`src/rtl/mbc_pkg.sv`:
```
package mbc_pkg;

  // Depth of an odd-even transposition network: one stage per lane.
  function automatic int oet_depth(input int lanes);
    return lanes;
  endfunction

  // Depth of a full bitonic network over 2**lg lanes.
  function automatic int bitonic_depth(input int lg);
    return lg * (lg + 1) / 2;
  endfunction

endpackage

```
`src/rtl/mbc_swap.sv`:
```
module mbc_swap #(
  parameter bit LOW_FIRST = 1'b1
) (
  input  logic lo_d,
  input  logic lo_k,
  input  logic hi_d,
  input  logic hi_k,
  output logic lo_d_o,
  output logic lo_k_o,
  output logic hi_d_o,
  output logic hi_k_o
);
  logic xchg;

  always_comb begin
    if (LOW_FIRST) xchg = !lo_k && hi_k;
    else           xchg = lo_k && !hi_k;
    lo_d_o = xchg ? hi_d : lo_d;
    lo_k_o = xchg ? hi_k : lo_k;
    hi_d_o = xchg ? lo_d : hi_d;
    hi_k_o = xchg ? lo_k : hi_k;
  end
endmodule

```
`src/rtl/mbc_ordered_net.sv`:
```
module mbc_ordered_net
  import mbc_pkg::*;
#(
  parameter int LANES = 8
) (
  input  logic [LANES-1:0] d_in,
  input  logic [LANES-1:0] k_in,
  output logic [LANES-1:0] d_out,
  output logic [LANES-1:0] k_out
);
  localparam int DEPTH = oet_depth(LANES);

  logic [LANES-1:0] d_st [0:DEPTH];
  logic [LANES-1:0] k_st [0:DEPTH];

  assign d_st[0] = d_in;
  assign k_st[0] = k_in;

  for (genvar s = 0; s < DEPTH; s++) begin : g_stage
    for (genvar i = s % 2; i + 1 < LANES; i += 2) begin : g_pair
      mbc_swap #(.LOW_FIRST(1'b1)) u_swap (
        .lo_d  (d_st[s][i]),   .lo_k  (k_st[s][i]),
        .hi_d  (d_st[s][i+1]), .hi_k  (k_st[s][i+1]),
        .lo_d_o(d_st[s+1][i]), .lo_k_o(k_st[s+1][i]),
        .hi_d_o(d_st[s+1][i+1]), .hi_k_o(k_st[s+1][i+1])
      );
    end
    if (s % 2 == 1) begin : g_edge
      assign d_st[s+1][0]       = d_st[s][0];
      assign k_st[s+1][0]       = k_st[s][0];
      assign d_st[s+1][LANES-1] = d_st[s][LANES-1];
      assign k_st[s+1][LANES-1] = k_st[s][LANES-1];
    end
  end

  assign d_out = d_st[DEPTH];
  assign k_out = k_st[DEPTH];
endmodule

```
`src/rtl/mbc_bijective_net.sv`:
```
module mbc_bijective_net
  import mbc_pkg::*;
#(
  parameter int LANES = 8
) (
  input  logic [LANES-1:0] d_in,
  input  logic [LANES-1:0] k_in,
  output logic [LANES-1:0] d_out,
  output logic [LANES-1:0] k_out
);
  localparam int LG    = $clog2(LANES);
  localparam int DEPTH = bitonic_depth(LG);

  logic [LANES-1:0] d_st [0:DEPTH];
  logic [LANES-1:0] k_st [0:DEPTH];

  assign d_st[0] = d_in;
  assign k_st[0] = k_in;

  for (genvar p = 1; p <= LG; p++) begin : g_merge
    for (genvar q = p - 1; q >= 0; q--) begin : g_step
      localparam int ST = p * (p - 1) / 2 + (p - 1 - q);
      for (genvar i = 0; i < LANES; i++) begin : g_lane
        if (((i >> q) & 1) == 0) begin : g_cell
          mbc_swap #(.LOW_FIRST(((i >> p) & 1) == 0)) u_swap (
            .lo_d  (d_st[ST][i]),          .lo_k  (k_st[ST][i]),
            .hi_d  (d_st[ST][i+(1<<q)]),   .hi_k  (k_st[ST][i+(1<<q)]),
            .lo_d_o(d_st[ST+1][i]),        .lo_k_o(k_st[ST+1][i]),
            .hi_d_o(d_st[ST+1][i+(1<<q)]), .hi_k_o(k_st[ST+1][i+(1<<q)])
          );
        end
      end
    end
  end

  assign d_out = d_st[DEPTH];
  assign k_out = k_st[DEPTH];
endmodule

```
`src/rtl/mbit_concentrator.sv`:
```
module mbit_concentrator #(
  parameter int LANES = 8,
  parameter int SUB_W = 4
) (
  input  logic [LANES-1:0] addr_in,
  input  logic [LANES-1:0] mask_in,
  input  logic             keep_order,
  output logic [LANES-1:0] lane_data_out,
  output logic [LANES-1:0] lane_key_out,
  output logic [SUB_W-1:0] sub_addr
);
  logic [LANES-1:0] gated_d;
  logic [LANES-1:0] ord_d, ord_k, bij_d, bij_k;

  // Unselected lanes enter the networks as (0, 0).
  assign gated_d = addr_in & mask_in;

  mbc_ordered_net #(.LANES(LANES)) u_ordered (
    .d_in (gated_d), .k_in (mask_in),
    .d_out(ord_d),   .k_out(ord_k)
  );

  mbc_bijective_net #(.LANES(LANES)) u_bijective (
    .d_in (gated_d), .k_in (mask_in),
    .d_out(bij_d),   .k_out(bij_k)
  );

  always_comb begin
    lane_data_out = keep_order ? ord_d : bij_d;
    lane_key_out  = keep_order ? ord_k : bij_k;
  end

  assign sub_addr = lane_data_out[SUB_W-1:0];
endmodule

```
`config.mk`:
```
export PLATFORM = sky130hd
export DESIGN_NAME = mbit_concentrator
export DESIGN_NICKNAME = d
export VERILOG_FILES = /design/src/rtl/mbc_pkg.sv /design/src/rtl/mbc_swap.sv /design/src/rtl/mbc_ordered_net.sv /design/src/rtl/mbc_bijective_net.sv /design/src/rtl/mbit_concentrator.sv
export SDC_FILE = /design/constraint.sdc
export NUM_CORES = 1
export LEC_CHECK = 0
export BUFFER_PORTS_ARGS = -buffer_cell sky130_fd_sc_hd__buf_2
export CAP_MARGIN = 25
export CORE_UTILIZATION = 50
export DETAILED_ROUTE_END_ITERATION = 7
export PLACE_DENSITY = 0.75
export SLEW_MARGIN = 10
export SYNTH_ARGS = -nofsm -noshare
export SYNTH_HDL_FRONTEND = slang
export SYNTH_SLANG_ARGS = --single-unit
```
`constraint.sdc`:
```
create_clock -name vclk -period 3.6
set_input_delay 0.72 -clock vclk [all_inputs]
set_output_delay 0.72 -clock vclk [all_outputs]
set_load 0.1 [all_outputs]
```
* Yosys cells after proc, flatten, opt, wreduce, memory -nomap -nowiden *
Index checks and enable logic that the tools add are counted.

word-level totals
  flip-flop bits (word level) = 0
  bits of input ports = 17
  output and inout port bits = 20
  logic and storage cells = 301

cells by class
  mux-type cells = 202
  bitwise operators = 1
  reductions and logical operators = 98

operator list
  kind               number
  1-bit 2-to-1 mux   200
  1-bit logical AND  50
  1-bit zero test    48
  8-bit 2-to-1 mux   2
  8-bit AND          1

* Logic depth before layout (Yosys ltp) *
  word-level depth = 24
  gate-level depth with buffers = 10
  depth with buffers taken out = 7

* Hierarchy *
Synthesis repeated with hierarchy kept, for this count alone.

second synthesis, totals
  cells, all modules = 322
  area, all modules = 3367.0 um2

by module, submodules not included
  module             times used  cells each  area an instance (um2)  seq. area each (um2)
  mbc_swap           52          5           53.8                    0.0
  mbit_concentrator  1           30          329.1                   0.0
  mbc_bijective_net  1           16          120.1                   0.0
  mbc_ordered_net    1           16          120.1                   0.0

* Worst setup path before layout *
Ideal clock, no wire load.

  path type = input to output
  start = in mask_in[4]
  end = out lane_key_out[3]
  data arrival time = 4.673 ns
  data required time = 2.880 ns
  setup slack = -1.793 ns
  stages on the path = 6
  buffers on the path = 2
  path through = buf_2 buf_6 nand2_2 nor2_1 nor2_1 nor4b_1

on the way
  longest elaborated chain between the ends = 21
  elaborated cells on any way between the ends = 97
  those cells by class = mux: 47; reduce/logical: 50

RTL lines
  item                                                          line                            RTL
  from (decl)                                                   mbit_concentrator.sv:6          input logic [LANES-1:0] mask_in,
  1-bit zero test                                               mbc_swap.sv:16                  if (LOW_FIRST) xchg = !lo_k && hi_k;
  1-bit logical AND                                             mbc_swap.sv:16
  1-bit 2-to-1 mux (on tied branches)                           mbc_swap.sv:19, mbc_swap.sv:21
  1-bit logical AND / 1-bit zero test (equally long branches)   mbc_swap.sv:16
  1-bit 2-to-1 mux (tied with other cells)                      mbc_swap.sv:19                  lo_k_o = xchg ? hi_k : lo_k;
  1-bit logical AND (tied with other cells)                     mbc_swap.sv:16
  1-bit 2-to-1 mux (tied with other cells)                      mbc_swap.sv:19
  1-bit logical AND (tied with other cells)                     mbc_swap.sv:16
  [5 not listed]                                                n/a
  1-bit 2-to-1 mux (tied with other cells)                      mbc_swap.sv:21                  hi_k_o = xchg ? lo_k : hi_k;
  1-bit zero test (tied with other cells)                       mbc_swap.sv:16
  1-bit logical AND (tied with other cells)                     mbc_swap.sv:16
  1-bit 2-to-1 mux / 1-bit logical AND (equally long branches)  mbc_swap.sv:21, mbc_swap.sv:16
  1-bit zero test / 1-bit 2-to-1 mux (equally long branches)    mbc_swap.sv:16, mbc_swap.sv:19
  1-bit logical AND                                             mbc_swap.sv:16
  1-bit 2-to-1 mux                                              mbc_swap.sv:19
  8-bit 2-to-1 mux *                                            mbit_concentrator.sv:30         lane_key_out = keep_order ? ord_k : bij_k;
  to (decl)                                                     mbit_concentrator.sv:9          output logic [LANES-1:0] lane_key_out,

Every way passes the cells marked *; elsewhere a longest branch is shown, timed or not.

* Final worst setup path *
  start = in mask_in[4]
  end = out sub_addr[0]

on the way
  longest elaborated chain between the ends = 17
  elaborated cells on any way between the ends = 96
  those cells by class = mux: 61; bitwise: 1; reduce/logical: 34

RTL lines
  item                                                          line                            RTL
  1-bit zero test                                               mbc_swap.sv:16
  1-bit logical AND                                             mbc_swap.sv:16
  1-bit 2-to-1 mux (on tied branches)                           mbc_swap.sv:19, mbc_swap.sv:21
  1-bit logical AND (tied with other cells)                     mbc_swap.sv:16
  1-bit 2-to-1 mux (tied with other cells)                      mbc_swap.sv:19
  1-bit logical AND (tied with other cells)                     mbc_swap.sv:16
  1-bit 2-to-1 mux (tied with other cells)                      mbc_swap.sv:19
  1-bit logical AND (tied with other cells)                     mbc_swap.sv:16
  1-bit 2-to-1 mux (tied with other cells)                      mbc_swap.sv:19
  1-bit logical AND (tied with other cells)                     mbc_swap.sv:16
  1-bit 2-to-1 mux (tied with other cells)                      mbc_swap.sv:21
  1-bit zero test (tied with other cells)                       mbc_swap.sv:16
  1-bit logical AND / 1-bit 2-to-1 mux (equally long branches)  mbc_swap.sv:16, mbc_swap.sv:19
  1-bit 2-to-1 mux / 1-bit zero test (equally long branches)    mbc_swap.sv:19, mbc_swap.sv:16
  1-bit logical AND                                             mbc_swap.sv:16
  1-bit 2-to-1 mux                                              mbc_swap.sv:18                  lo_d_o = xchg ? hi_d : lo_d;
  8-bit 2-to-1 mux *                                            mbit_concentrator.sv:29         lane_data_out = keep_order ? ord_d : bij_d;
  to (decl)                                                     mbit_concentrator.sv:10         output logic [SUB_W-1:0] sub_addr

Marked as above.

==> results.ini <==
[final_layout]
nFillCells=235
seqCellArea_sq_um=0
final_common_cell=buf_4
final_cell_mix=buf_4 (31), nand2_1 (26), nor2_1 (21)
layoutNonFillerInstCount=337
multi_input_area_sq_um=1570
n_antenna_cell=0
area_growth_pct=43.8
flops_and_latches=0
utilization_pct=75.4
layout-drive-gt1-share_pct=39.9
fin_nets=312
final_cell_area_sq_um=2280
clkbuf_count=0

[drt]
postRouteAntennaNets=0
dr.pass1.iters=5
vias=2141
drt-initial-drc-count=211
drc=0
routed_wl_um=5500
viasPerCell=6.35
drt-wirelength-per-cell_um=16.3

[job]
cap_violations=0

[die]
rows=20
core-area_sq_um=3030
start_util_pct=52.4
die_w_um=58.4
io_pins=37
dieArea_sq_um=3400
fp.dieH_um=58.4

[power_and_ir_drop]
p_per_area_nw_per_um2=232
peakVddDrop_v=0.000240
p_leak_nw=0.911

[synth]
synth_cells=247
avgSynthCellArea_sq_um=6.43
synth.area.top_cells=nand2_1 (6.1%), a21oi_1 (5.7%), nor2_1 (5.7%)
synth_nets=264
mappedNetlistArea_sq_um=1590
ys_warn_count=0
yosysTopAreaCell=nand2_1
synth_seq_area_share_pct=0
synth_cell_types=66
netlist.area_leader.share_pct=6.15

[sta]
slew_headroom_pct=67.7
timing.final.crit_share_pct=99.3
fin_ws_ns=0.0256
period_needed_ns=3.57
whs_ns=1.92
fmax_mhz=280
finalSetupViolCount=0
worst_slew_pin_slew_ns=0.488
drv_slew=0
hold_viol=0

[global_routing]
grt_max_degree=18
overflow=0
use_met3_pct=0.440
grt_pass1_wl_um=8290
grt_use_total_pct=30.6
grt_pass1_vias=1841
met2_usage_pct=54.2
grt_util_met1_pct=41.4
busiest_layer=met2
antenna_found_initial=0

[critical_path]
cp.arrival_ns=2.85
path_max_fanout=11
critPathRequiredTime_ns=2.88
path_class=input pin to output pin
setup.worst_path.end_class=output pin
startpoint_type=input pin

[status]
status=finished, final reports clean

[hold_path]
hold-path-endpoint=lane_data_out[7]
min_from=addr_in[7]
hold_path_depth=4
hp-class=input pin to output pin

[place]
place_area_sq_um=2190
place.gp.congestion=0.976
hpwl_um=4300
dpl.cell_count=334
portBuffers=37
preCtsSetupSlack_ns=-0.0436

[clocking]
holdBufCountCts=0

[layout make-up]
class / count / share of cell area (%)
repair buffers: 68 / 28.4
well taps: 44 / 2.41
multi-input cells: 222 / 68.7
inverters: 3 / 0.493
[timing repair]
action / in CTS / in global routing
setup endpoints to repair: 4 / 11
resized for setup: 1 / 16
buffers inserted: 0 / 3
pin swaps: 0 / 4
[synthesized netlist by cell type, drive strengths merged (2+ instances only)]
library cell  count
nand2            27
nor2             27
a21oi            19
buf              19
o21ai            18
nor3              9
a21o              8
nand3             8
a211oi            7
and2              7
o22ai             7
or2               7
a22oi             6
a31oi             6
nand2b            6
o211ai            5
a221oi            4
and3              4
maj3              4
nand3b            4
nor2b             4
o21a              4
a311oi            3
clkbuf            3
inv               3
a211o             2
o211a             2
[per-stage QoR]
step / TNS (ns) / power [mW]
6_report: 0 / 0.529
5_1_grt: -0.383 / 0.552
4_1_cts: 0 / 0.506
3_5_place_dp: -0.143 / 0.504
3_3_place_gp: 0 / 0.500
2_1_floorplan: -0.189 / 0.368
[critical path, cell delays in order]
cell	delay, ns
clkbuf_4	0.17
buf_4	0.17
nand2_2	0.13
a2bb2oi_2	0.20
a22oi_1	0.12
buf_4	0.18
a211oi_2	0.27
buf_4	0.17
o21ai_2	0.06
o211a_1	0.25
o21ai_4	0.22
buf_12	0.20
[where the power goes]
group          total, mW  switching (mW)  internal, mW
Combinational      0.529           0.335         0.193
Sequential             0               0             0
Clock                  0               0             0
[per-layer routing]
metal	share of wire, %	up-vias
met2	46	102
met5	0	-
met3	6.6	16
met4	3.5	0
met1	44	987
li1	-	1036
[cell families (layout without fill, tap and decap cells)]
logic type               after synthesis  count (layout)  share of synthesized area, %
XOR/XNOR                               1               1                         0.552
buffers and inverters                 25              71                          10.2
AO/OA/AOI/OAI                        107             107                          50.2
AND/OR/NAND/NOR                      109             109                          35.7
adder cells (fa/ha/maj)                4               4                          2.68
multiplexers                           1               1                         0.630
[worst max-delay path by stage]
stage | from | cells past startpoint | end
2_1_floorplan | mask_in[4] | 10 | sub_addr[0]
5_1_grt | mask_in[4] | 12 | lane_data_out[1]
6_report | mask_in[4] | 12 | sub_addr[0]
3_5_place_dp | mask_in[5] | 10 | lane_data_out[2]
4_1_cts | mask_in[5] | 10 | lane_data_out[2]
3_3_place_gp | mask_in[5] | 10 | sub_addr[2]
Note: power is estimated with default switching activity, not from simulation.
